===== src/rtl/sxv_pkg.sv =====
package sxv_pkg;
  localparam int unsigned CHAR_BITS = 8;
  localparam int unsigned BIT_IDX_W = $clog2(CHAR_BITS);
  localparam int unsigned CNT_W     = BIT_IDX_W + 1;

  // next receive shift value: new bit enters at the top, so the first
  // sampled bit ends up in bit 0 after a full character
  function automatic logic [CHAR_BITS-1:0] shift_in_lsb_first(
    input logic [CHAR_BITS-1:0] cur, input logic bit_in);
    return {bit_in, cur[CHAR_BITS-1:1]};
  endfunction

  // system clocks per serial half period for a divider setting
  function automatic int unsigned half_period_cycles(input int unsigned div);
    return div + 1;
  endfunction
endpackage


===== src/rtl/sxv_sync.sv =====
module sxv_sync #(
  parameter int unsigned STAGES  = 2,
  parameter logic        RST_VAL = 1'b1
) (
  input  logic clk,
  input  logic rst_n,
  input  logic d,
  output logic q
);
  logic [STAGES-1:0] chain;

  for (genvar g = 0; g < STAGES; g++) begin : g_stage
    if (g == 0) begin : g_first
      always_ff @(posedge clk or negedge rst_n)
        if (!rst_n) chain[g] <= RST_VAL;
        else        chain[g] <= d;
    end else begin : g_rest
      always_ff @(posedge clk or negedge rst_n)
        if (!rst_n) chain[g] <= RST_VAL;
        else        chain[g] <= chain[g-1];
    end
  end

  assign q = chain[STAGES-1];
endmodule


===== src/rtl/sxv_clkgen.sv =====
module sxv_clkgen
  import sxv_pkg::*;
#(
  parameter int unsigned DIV_W = 8
) (
  input  logic             clk,
  input  logic             rst_n,
  input  logic             ext_sel,
  input  logic [DIV_W-1:0] div_val,
  input  logic             tx_pending,
  input  logic             sck_ext_sync,
  output logic             fall_ev,
  output logic             rise_ev,
  output logic             sck_o
);
  localparam logic [BIT_IDX_W-1:0] LAST_RISE = BIT_IDX_W'(CHAR_BITS - 1);

  logic [DIV_W-1:0]     div_cnt;
  logic [BIT_IDX_W-1:0] rise_cnt;
  logic                 active;
  logic                 sck_q;
  logic                 ext_prev;

  wire half_done = active && (div_cnt == div_val);
  wire int_fall  = half_done && sck_q;
  wire int_rise  = half_done && !sck_q;
  wire ext_fall  = ext_prev && !sck_ext_sync;
  wire ext_rise  = !ext_prev && sck_ext_sync;

  assign fall_ev = ext_sel ? ext_fall : int_fall;
  assign rise_ev = ext_sel ? ext_rise : int_rise;
  assign sck_o   = sck_q;

  always_ff @(posedge clk or negedge rst_n) begin
    if (!rst_n) ext_prev <= 1'b1;
    else        ext_prev <= sck_ext_sync;
  end

  always_ff @(posedge clk or negedge rst_n) begin
    if (!rst_n) begin
      active   <= 1'b0;
      sck_q    <= 1'b1;
      div_cnt  <= '0;
      rise_cnt <= '0;
    end else if (ext_sel) begin
      active   <= 1'b0;
      sck_q    <= 1'b1;
      div_cnt  <= '0;
      rise_cnt <= '0;
    end else if (!active) begin
      sck_q    <= 1'b1;
      div_cnt  <= '0;
      rise_cnt <= '0;
      if (tx_pending) active <= 1'b1;
    end else if (half_done) begin
      div_cnt <= '0;
      sck_q   <= !sck_q;
      if (!sck_q) begin
        if (rise_cnt == LAST_RISE) begin
          rise_cnt <= '0;
          if (!tx_pending) active <= 1'b0;   // continue only with a byte ready
        end else begin
          rise_cnt <= rise_cnt + 1'b1;
        end
      end
    end else begin
      div_cnt <= div_cnt + 1'b1;
    end
  end

  a_r5_idle_high: assert property (@(posedge clk) disable iff (!rst_n)
    !active |-> sck_q);
  a_r5_half_period: assert property (@(posedge clk) disable iff (!rst_n)
    (!ext_sel && active && !half_done) |=> $stable(sck_q));
  a_r5_single_event: assert property (@(posedge clk) disable iff (!rst_n)
    !(fall_ev && rise_ev));
endmodule


===== src/rtl/sxv_tx.sv =====
module sxv_tx
  import sxv_pkg::*;
(
  input  logic                 clk,
  input  logic                 rst_n,
  input  logic                 wr,
  input  logic [CHAR_BITS-1:0] wdata,
  input  logic                 fall_ev,
  output logic                 buf_full,
  output logic                 sdo
);
  localparam logic [CNT_W-1:0] ALL_SENT = CNT_W'(CHAR_BITS);

  logic [CHAR_BITS-1:0] buf_q;
  logic [CHAR_BITS-1:0] sh_q;
  logic [CNT_W-1:0]     sent;

  wire shifter_free = (sent == '0) || (sent == ALL_SENT);
  wire load_ev      = fall_ev && shifter_free && buf_full;
  wire shift_ev     = fall_ev && !shifter_free;

  always_ff @(posedge clk or negedge rst_n) begin
    if (!rst_n) begin
      sh_q <= '0;
      sent <= '0;
      sdo  <= 1'b1;
    end else if (load_ev) begin
      sh_q <= buf_q;
      sdo  <= buf_q[0];
      sent <= CNT_W'(1);
    end else if (shift_ev) begin
      sdo  <= sh_q[sent[BIT_IDX_W-1:0]];
      sent <= sent + 1'b1;
    end
  end

  always_ff @(posedge clk or negedge rst_n) begin
    if (!rst_n) begin
      buf_q    <= '0;
      buf_full <= 1'b0;
    end else if (load_ev) begin
      buf_full <= 1'b0;
    end else if (wr && !buf_full) begin
      buf_q    <= wdata;
      buf_full <= 1'b1;
    end
  end

  a_r2_launch_on_fall: assert property (@(posedge clk) disable iff (!rst_n)
    !fall_ev |=> $stable(sdo));
  a_r4_msb_hold: assert property (@(posedge clk) disable iff (!rst_n)
    (sent == ALL_SENT) |-> (sdo == sh_q[CHAR_BITS-1]));
  a_r9_empty_on_load: assert property (@(posedge clk) disable iff (!rst_n)
    load_ev |=> !buf_full);
  a_r9_write_ignored: assert property (@(posedge clk) disable iff (!rst_n)
    (wr && buf_full && !load_ev) |=> $stable(buf_q));
endmodule


===== src/rtl/sxv_rx.sv =====
module sxv_rx
  import sxv_pkg::*;
(
  input  logic                 clk,
  input  logic                 rst_n,
  input  logic                 rise_ev,
  input  logic                 sdi,
  input  logic                 rd,
  output logic [CHAR_BITS-1:0] rdata,
  output logic                 full,
  output logic                 overrun
);
  localparam logic [BIT_IDX_W-1:0] LAST_BIT = BIT_IDX_W'(CHAR_BITS - 1);

  logic [CHAR_BITS-1:0] sh_q;
  logic [BIT_IDX_W-1:0] got;

  wire [CHAR_BITS-1:0] next_sh = shift_in_lsb_first(sh_q, sdi);
  wire                 done_ev = rise_ev && (got == LAST_BIT);

  always_ff @(posedge clk or negedge rst_n) begin
    if (!rst_n) begin
      sh_q <= '0;
      got  <= '0;
    end else if (rise_ev) begin
      sh_q <= next_sh;
      got  <= got + 1'b1;
    end
  end

  always_ff @(posedge clk or negedge rst_n) begin
    if (!rst_n) begin
      rdata   <= '0;
      full    <= 1'b0;
      overrun <= 1'b0;
    end else begin
      if (done_ev && (!full || rd)) begin
        rdata <= next_sh;
        full  <= 1'b1;
      end else if (rd) begin
        full <= 1'b0;
      end
      if (done_ev && full && !rd) overrun <= 1'b1;
      else if (rd)                overrun <= 1'b0;
    end
  end

  a_r10_full_on_done: assert property (@(posedge clk) disable iff (!rst_n)
    (done_ev && !full) |=> full);
  a_r10_read_clears: assert property (@(posedge clk) disable iff (!rst_n)
    (rd && !done_ev) |=> (!full && !overrun));
  a_r11_keep_old: assert property (@(posedge clk) disable iff (!rst_n)
    (done_ev && full && !rd) |=> (overrun && $stable(rdata)));
endmodule


===== src/rtl/sync_serial_xcvr.sv =====
module sync_serial_xcvr
  import sxv_pkg::*;
#(
  parameter int unsigned DIV_W       = 8,
  parameter int unsigned SYNC_STAGES = 2
) (
  input  logic                 clk,
  input  logic                 rst_n,
  input  logic                 ext_clk_sel,
  input  logic [DIV_W-1:0]     div_val,
  input  logic                 tx_wr,
  input  logic [CHAR_BITS-1:0] tx_byte,
  output logic                 tx_empty,
  input  logic                 rx_rd,
  output logic [CHAR_BITS-1:0] rx_byte,
  output logic                 rx_full,
  output logic                 rx_overrun,
  output logic                 sck_o,
  output logic                 sck_oe,
  input  logic                 sck_i,
  output logic                 sdo,
  input  logic                 sdi
);
  logic sck_sync, sdi_sync;
  logic fall_ev, rise_ev;
  logic tx_buf_full;

  // same latency on clock and data inputs keeps them aligned
  sxv_sync #(.STAGES(SYNC_STAGES), .RST_VAL(1'b1)) u_sck_sync (
    .clk(clk), .rst_n(rst_n), .d(sck_i), .q(sck_sync));
  sxv_sync #(.STAGES(SYNC_STAGES), .RST_VAL(1'b1)) u_sdi_sync (
    .clk(clk), .rst_n(rst_n), .d(sdi), .q(sdi_sync));

  sxv_clkgen #(.DIV_W(DIV_W)) u_clkgen (
    .clk(clk), .rst_n(rst_n), .ext_sel(ext_clk_sel), .div_val(div_val),
    .tx_pending(tx_buf_full), .sck_ext_sync(sck_sync),
    .fall_ev(fall_ev), .rise_ev(rise_ev), .sck_o(sck_o));

  sxv_tx u_tx (
    .clk(clk), .rst_n(rst_n), .wr(tx_wr), .wdata(tx_byte),
    .fall_ev(fall_ev), .buf_full(tx_buf_full), .sdo(sdo));

  sxv_rx u_rx (
    .clk(clk), .rst_n(rst_n), .rise_ev(rise_ev), .sdi(sdi_sync), .rd(rx_rd),
    .rdata(rx_byte), .full(rx_full), .overrun(rx_overrun));

  assign tx_empty = !tx_buf_full;
  assign sck_oe   = !ext_clk_sel;

  a_r6_pin_direction: assert property (@(posedge clk) disable iff (!rst_n)
    ext_clk_sel |-> !sck_oe);
  a_r6_ext_clock_quiet: assert property (@(posedge clk) disable iff (!rst_n)
    (ext_clk_sel && $past(ext_clk_sel)) |-> sck_o);
endmodule


===== config.mk =====
export PLATFORM = sky130hd
export DESIGN_NAME = sync_serial_xcvr
export DESIGN_NICKNAME = d
export VERILOG_FILES = /design/src/rtl/sxv_pkg.sv /design/src/rtl/sxv_sync.sv /design/src/rtl/sxv_clkgen.sv /design/src/rtl/sxv_tx.sv /design/src/rtl/sxv_rx.sv /design/src/rtl/sync_serial_xcvr.sv
export SDC_FILE = /design/constraint.sdc
export NUM_CORES = 1
export LEC_CHECK = 0
export BUFFER_PORTS_ARGS = -buffer_cell sky130_fd_sc_hd__clkbuf_2
export CAP_MARGIN = 20
export CORE_MARGIN = 2
export CORE_UTILIZATION = 51
export DETAILED_ROUTE_END_ITERATION = 6
export PLACE_DENSITY = 0.71
export SYNTH_ARGS = -nofsm -noshare
export SYNTH_HDL_FRONTEND = slang
export SYNTH_HIERARCHICAL = 1
export SYNTH_SLANG_ARGS = --single-unit
export TNS_END_PERCENT = 30

===== constraint.sdc =====
create_clock -name clk -period 2.42 [get_ports clk]
set_clock_uncertainty 0.2 [all_clocks]
set_input_delay 0.484 -clock clk [delete_from_list [all_inputs] [get_ports clk]]
set_output_delay 0.484 -clock clk [all_outputs]
set_load 0.01 [all_outputs]

==> summary.txt, run 1 <==
Run status
  – Outcome: complete, no violations

Logic synthesis
  – Synth area leader: dfrtp_1
  – Most used DFF post-synth: dfrtp_1
  – Synth Register Bits: 59
  – Sequential fraction of the synthesis area: 0.569
  – Top-count cell post-synth: dfrtp_1
  – Syn avg cell area: 13.6 sq um
  – Synth cell count leaders: 52 x dfrtp_1, 22 x mux2_2, 14 x nor2_1, 12 x mux2_1
  – Synthesized instance count: between 150 and 200
  – Top cells by area, synth: dfrtp_1 50%, mux2_2 9.5%, dfstp_2 7.1%
  – Syn Nets: roughly 220
  – Top cell type's share of synthesized area: 0.499
  – Mapped Area: about 0.0026 sq mm
  – Yosys Warn Count: 6
  – Post-synth EDFFs: 0
  – Post-synth cell types: 40
  – Async set-reset flop share out of synthesis: 1.00

Critical path
  – Critical Path AT: between 2 and 2.5 ns
  – Max FO, Critical Path: 8
  – CP endpoint kind: flip-flop
  – Setup CP Type: flip-flop to flip-flop
  – Worst setup SP type: flip-flop
  – CP required: 2.43 ns

Cells and area
  – Multi-input gate area: ~0.0011 sq mm
  – # diodes: 0
  – Nets: about 280
  – Area Growth Syn to Fin: 20.2%
  – Filler cells: slightly above 400
  – Share of layout cells above drive strength 1: 0.408
  – Final instance area: approximately 0.0031 sq mm
  – Register area: ~0.0015 sq mm

Power
  – P_int: roughly 2.1 mW
  – Worst VDD drop: between 0.0005 and 0.0006 V
  – Switching power: 0.796 mW
  – Combinational Power Share: 0.209
  – Pwr/cell area: slightly above 900 mW/mm^2
  – Switch share: 0.274
  – Clock power frac: 0.289
  – Total power: 2.90 mW
  – Leak: ~1.5 nW
  – Flop pwr share: 0.502

GRT
  – Antenna violations before repair: 0
  – Vias in the first global route: 1428
  – Largest net degree at the start of global routing: 60
  – First-pass GRT wire length: around 6.6 mm
  – GRT Total Usage: 0.159
  – Gr ovfl total: 0

CTS
  – Resize count post-CTS: 0
  – H-tree depth: 3
  – Post-cts hold buffer count: 1
  – Clk slew on worst S/H paths: 0.06 ns
  – Clk root buf: clkbuf_8
  – Total CTS buffers: 9
  – # Post-CTS Setup Buffers: 0
  – Clk_lat worst skew: 0.33 ns
  – Clock sink count: 59
  – CTS tree: done
  – Max clock buf depth: 2

Die
  – Die footprint: approximately 0.0057 sq mm
  – Starting Density: 0.521
  – Core ar.: ~0.005 sq mm
  – DIE WIDTH: approximately 76 um
  – Top Ports: 37
  – Row count: 26
  – Die height: approximately 76 um

Placement
  – Placed cell areas: between 0.002 and 0.003 sq mm
  – Port bufs: 36
  – Post-DP HPWL: around 2.9 mm
  – Placer Congestion: ~0.75

STA
  – Slew @ Worst Pin: between 0.3 and 0.4 ns
  – Final Max Slew Viols: 0
  – Min cycle time layout: 2.24 ns
  – Max frequency: between 400 and 500 MHz
  – Fin. Hold Viols: 0
  – Setup repair after global routing missed its margin: no
  – Setup violators final: 0
  – Final period utilization: 0.926
  – Final setup TNS: 0 ns
  – Relative slew slack: 0.754

Flow run
  – Max-cap violations: 0

Route
  – TritonRoute pass-1 iters: 4
  – Wirelength per Cell: 13.0 um
  – Final WL: roughly 4.2 mm
  – Initial DRC count: 120
  – Via count: roughly 1600
  – Vias/cell: 4.97
  – Post-route antenna net violation count: 0
  – Drt drc: 0

Min path
  – Worst min path class: primary input to flip-flop
-- stage by stage --
stage | std cells | worst slack [ns] | hold WS (ns) | util
floorplan | 192 | 0.0850 | -0.0116 | -
global placement | 303 | 0.0746 | 0.150 | 0.586
detailed placement | 303 | 0.0505 | 0.152 | 0.586
CTS | 320 | 0.155 | 0.0219 | 0.626
global route | 320 | 0.00471 | 0.0119 | 0.626
finish | 320 | 0.180 | 0.0374 | 0.626
-- power groups by stage --
stage,Sequential (mW),Clock (mW),Combinational [mW]
2_1_floorplan,1.44,0,0.424
3_3_place_gp,1.47,0,0.580
3_5_place_dp,1.47,0,0.603
4_1_cts,1.46,0.857,0.612
5_1_grt,1.50,0.904,0.671
6_report,1.46,0.839,0.605
-- per-layer routing --
layer,global-route usage,part of all wire,up-vias
met5,0,0,-
met4,0.0585,0.011,0
met3,0.0622,0.048,5
met2,0.236,0.47,32
met1,0.215,0.47,778
li1,-,-,776
-- area by class of cell --
cell class | instances | share of cell area
tap | 70 | 0.0279
sequential | 59 | 0.473
timing repair buffer | 45 | 0.0838
multi-input combinational | 121 | 0.343
inverter | 9 | 0.0108
clock inverter | 1 | 0.00160
clock buffer | 15 | 0.0594
-- worst max-delay path, cell delays in order, from the launching register on --
cell     delay, ns
dfrtp_1       0.44
xnor2_1       0.21
nand4_2       0.17
nor3_4        0.19
a32o_1        0.18
nand2_1       0.11
a21oi_4       0.25
mux2_2        0.37
-- sequential cells by signal (all words and copies together) (netlist names), 3 cells and up --
register	cells
u_rx/sh_q	7
u_rx/rdata	8
u_tx/sh_q	8
u_tx/buf_q	8
u_tx/sent	3
u_clkgen/div_cnt	8
u_rx/got	3
u_clkgen/rise_cnt	3
-- path summary, 6_finish.rpt --
| check | start | to | slack, ns | cells after the start |
|---|---|---|---|---|
| setup / recovery | u_clkgen/div_cnt[2] | u_rx/rdata[5] | 0.18 | 7 |
| hold / removal | sck_i | u_sck_sync/chain[0] | 0.04 | 1 |
| setup reg to reg | u_clkgen/div_cnt[2] | u_rx/rdata[5] | 0.18 | 7 |
| hold reg to reg | u_sdi_sync/chain[0] | u_sdi_sync/q | 0.16 | 0 |
| max in group asynchronous | rst_n | u_sck_sync/chain[0] | 1.22 | 3 |
| min in group asynchronous | rst_n | u_clkgen/div_cnt[2] | 0.49 | 3 |
-- cell families after synthesis --
| family | synth area share |
|---|---|
| adders and majority gates | 0.0336 |
| DFF | 0.569 |
| muxes | 0.175 |
| xor gates and xnor gates | 0.0504 |
| AOI/OAI and AO/OA | 0.0504 |
| buffers and inverters | 0.0182 |
| and+or+nand+nor | 0.104 |
-- cells in the final DEF, fill, tap and decap left out, drive strengths merged, types with 2 or more instances in the layout --
cell,Yosys,layout
nor2b,3,3
xor2,6,6
dfstp,7,7
nand2,9,9
o21ai,4,4
a31oi,2,2
ha,7,7
and3,2,2
mux2i,5,5
dfrtp,52,52
nand3,5,5
buf,2,8
nand3b,2,2
clkbuf,1,51
nor2,14,14
nor3,2,2
nand4,2,2
inv,9,9
xnor2,9,9
mux2,34,34
No activity file was read; power rests on OpenSTA's default activity.
==> inputs of run 2 (changes only) <==
--- a/config.mk
+++ b/config.mk
@@ -8,9 +8,10 @@
 export BUFFER_PORTS_ARGS = -buffer_cell sky130_fd_sc_hd__clkbuf_2
 export CAP_MARGIN = 20
 export CORE_MARGIN = 2
-export CORE_UTILIZATION = 51
+export CORE_UTILIZATION = 55
 export DETAILED_ROUTE_END_ITERATION = 6
-export PLACE_DENSITY = 0.71
+export PLACE_DENSITY = 0.73
+export SKIP_CTS_REPAIR_TIMING = 1
 export SYNTH_ARGS = -nofsm -noshare
 export SYNTH_HDL_FRONTEND = slang
 export SYNTH_HIERARCHICAL = 1
==> constraint.sdc (replaced) <==
create_clock -name clk -period 2.77 [get_ports clk]
set_clock_uncertainty 0.2 [all_clocks]
set_input_delay 0.554 -clock clk [delete_from_list [all_inputs] [get_ports clk]]
set_output_delay 0.554 -clock clk [all_outputs]
set_load 0.01 [all_outputs]
==> run 2 against run 1 <==
- first-iteration DRC count decreased by 53%
- combinational power decreased by 15%
- flip-flop and latch count unchanged
- total power decreased by 13%
- cell count decreased by 6.6%
- maximum frequency decreased by 2.8%
- clock power decreased by 14%
- die area decreased by 6.9%
- critical path depth unchanged
- setup slack improved by 0.28 ns
- critical path type unchanged
- largest power group unchanged
==> summary.txt, run 2 (synthesis gave the netlist of run 1 again) <==
Route
  – Drt drc: 0 (unchanged)
  – Initial DRC count: 56 (-53%)
  – Post-route antenna net violation count: 0 (unchanged)
  – Final WL: 4.10 mm (-1.8%)
  – Via count: 1563 (-1.8%)
  – Wirelength per Cell: 13.7 um (+5.0%)
  – Vias/cell: 5.23 (+5.1%)
  – TritonRoute pass-1 iters: 6 (+2)

Power
  – Combinational Power Share: 0.204 (-0.005)
  – Switch share: 0.270 (-0.00449)
  – Pwr/cell area: 820 mW/mm^2 (-11%)
  – Flop pwr share: 0.507 (+0.005)
  – P_int: 1.83 mW (-13%)
  – Leak: 1.51 nW (-1.8%)
  – Clock power frac: 0.289 (about the same)
  – Switching power: 0.678 mW (-15%)
  – Total power: 2.51 mW (-13%)
  – Worst VDD drop: 0.000420 V (-20%)

CTS
  – CTS tree: done
  – Clock sink count: 59 (unchanged)
  – H-tree depth: 3 (unchanged)
  – Clk root buf: clkbuf_8
  – Total CTS buffers: 9 (unchanged)
  – Max clock buf depth: 2 (unchanged)
  – Clk slew on worst S/H paths: 0.06 ns (about the same)
  – Clk_lat worst skew: 0.32 ns (about the same)

Die
  – Starting Density: 0.560 (+0.0390)
  – Top Ports: 37 (unchanged)
  – Die footprint: 0.00531 sq mm (-6.9%)
  – Row count: 25 (-3.8%)
  – Core ar.: 0.00466 sq mm (-7.0%)
  – Die height: 72.9 um (-3.5%)
  – DIE WIDTH: 72.9 um (-3.5%)

Critical path
  – CP endpoint kind: flip-flop
  – Setup CP Type: flip-flop to flip-flop
  – Worst setup SP type: flip-flop
  – Max FO, Critical Path: 8 (unchanged)
  – CP required: 2.78 ns (+0.35 ns)
  – Critical Path AT: 2.32 ns (+0.07 ns)
  – Worst R2R Path Depth: 7 (unchanged)

STA
  – Fin. Hold Viols: 0 (unchanged)
  – Final Max Slew Viols: 0 (unchanged)
  – Final setup TNS: 0 ns (unchanged)
  – Final period utilization: 0.832 (-0.0934)
  – Setup violators final: 0 (unchanged)
  – Relative slew slack: 0.513 (-0.241)
  – Worst setup margin: 0.465 ns (+0.285 ns)
  – Max frequency: 434 MHz (-2.8%)
  – Min cycle time layout: 2.30 ns (+0.0652 ns)
  – Setup repair after global routing missed its margin: no
  – Slew @ Worst Pin: 0.729 ns (+0.366 ns)

Cells and area
  – Final instance area: 0.00306 sq mm (-2.3%)
  – Commonest cells after routing, fill and taps aside: 52 x dfrtp_1, 36 x clkbuf_2, 22 x mux2_2
  – Final cell count without fillers: 299 (-6.6%)
  – Most common cell after layout, fill and taps aside: dfrtp_1
  – Area Growth Syn to Fin: 17.5%
  – Share of layout cells above drive strength 1: 0.400 (-0.00800)
  – Nets: 270 (-1.8%)
  – # diodes: 0 (unchanged)

Min path
  – Hold Crit Depth: 1 (unchanged)
  – Worst min path class: primary input to flip-flop

Placement
  – Placed cell areas: 0.00287 sq mm (-2.1%)
  – Pre-CTS WS: 0.277 ns (+0.227 ns)
  – Post-DP HPWL: 2.87 mm (+0.22%)
  – Port bufs: 36 (unchanged)
  – # placed instances: 283 (-6.6%)
  – Placer Congestion: 0.715 (-5.0%)

GRT
  – First-pass GRT wire length: 7.19 mm (+9.5%)
  – Antenna violations before repair: 0 (unchanged)
  – Vias in the first global route: 1593 (+12%)
  – Largest net degree at the start of global routing: 60 (unchanged)
  – GRT Total Usage: 0.182 (+0.0227)
  – Gr ovfl total: 0 (unchanged)

Flow run
  – Max-cap violations: 0 (unchanged)

Run status
  – Outcome: complete, no violations
==> run 2: cell count changes in the layout (fill, tap and decap cells not counted), sizes merged <==
cell / delta
dlygate4sd3: -1
buf: -4
==> run 2: power groups by stage <==
stage / Sequential (mW) / Combinational (mW) / Clock, mW
after floorplan: 1.26 / 0.370 / 0
after detailed placement: 1.29 / 0.522 / 0
after CTS: 1.28 / 0.526 / 0.753
final: 1.27 / 0.513 / 0.725
after global routing: 1.31 / 0.577 / 0.781
after global placement: 1.28 / 0.502 / 0
==> run 2: worst max-delay path, cell delays in order (launching register included) <==
cell and delay [ns]:
dfrtp_1 0.45, xnor2_1 0.21, nand4_2 0.19, nor3_4 0.21
a32o_1 0.19, nand2_1 0.11, a21oi_4 0.26, mux2_2 0.37
==> run 2: metal layers <==
metal,GRT usage,up-vias,routed length [um]
met5,0,-,0
met4,0.117,0,62
met3,0.0442,6,172
met2,0.286,27,1870
met1,0.226,763,2000
li1,-,767,-
==> run 2: path summary, 6_finish.rpt <==
path,start,endpoint,slack (ns)
worst max-delay path,u_clkgen/div_cnt[2],u_rx/rdata[7],0.47
worst min-delay path,sck_i,u_sck_sync/chain[0],0.10
worst max register to register,u_clkgen/div_cnt[2],u_rx/rdata[7],0.47
worst min register to register,u_sdi_sync/chain[0],u_sdi_sync/q,0.17
max in group asynchronous,rst_n,u_tx/buf_q[2],1.72
min in group asynchronous,rst_n,u_clkgen/div_cnt[6],0.17
==> run 2: final cells by class <==
cell class	count	area (sq um)
fillers	357	1600
multi-input cells	121	1080
clock inverters	1	5.00
clock buffers	15	186
well taps	54	67.6
inverters	9	33.8
repair buffers	40	210
flip-flops and latches	59	1490
==> run 2: metrics by stage <==
| step | hold WS, ns | utilization |
|---|---|---|
| 2_1_floorplan | 0.0584 | - |
| 3_3_place_gp | 0.153 | 0.616 |
| 4_1_cts | 0.0847 | 0.657 |
| 5_1_grt | 0.0913 | 0.657 |
| 3_5_place_dp | 0.155 | 0.616 |
| 6_report | 0.104 | 0.657 |
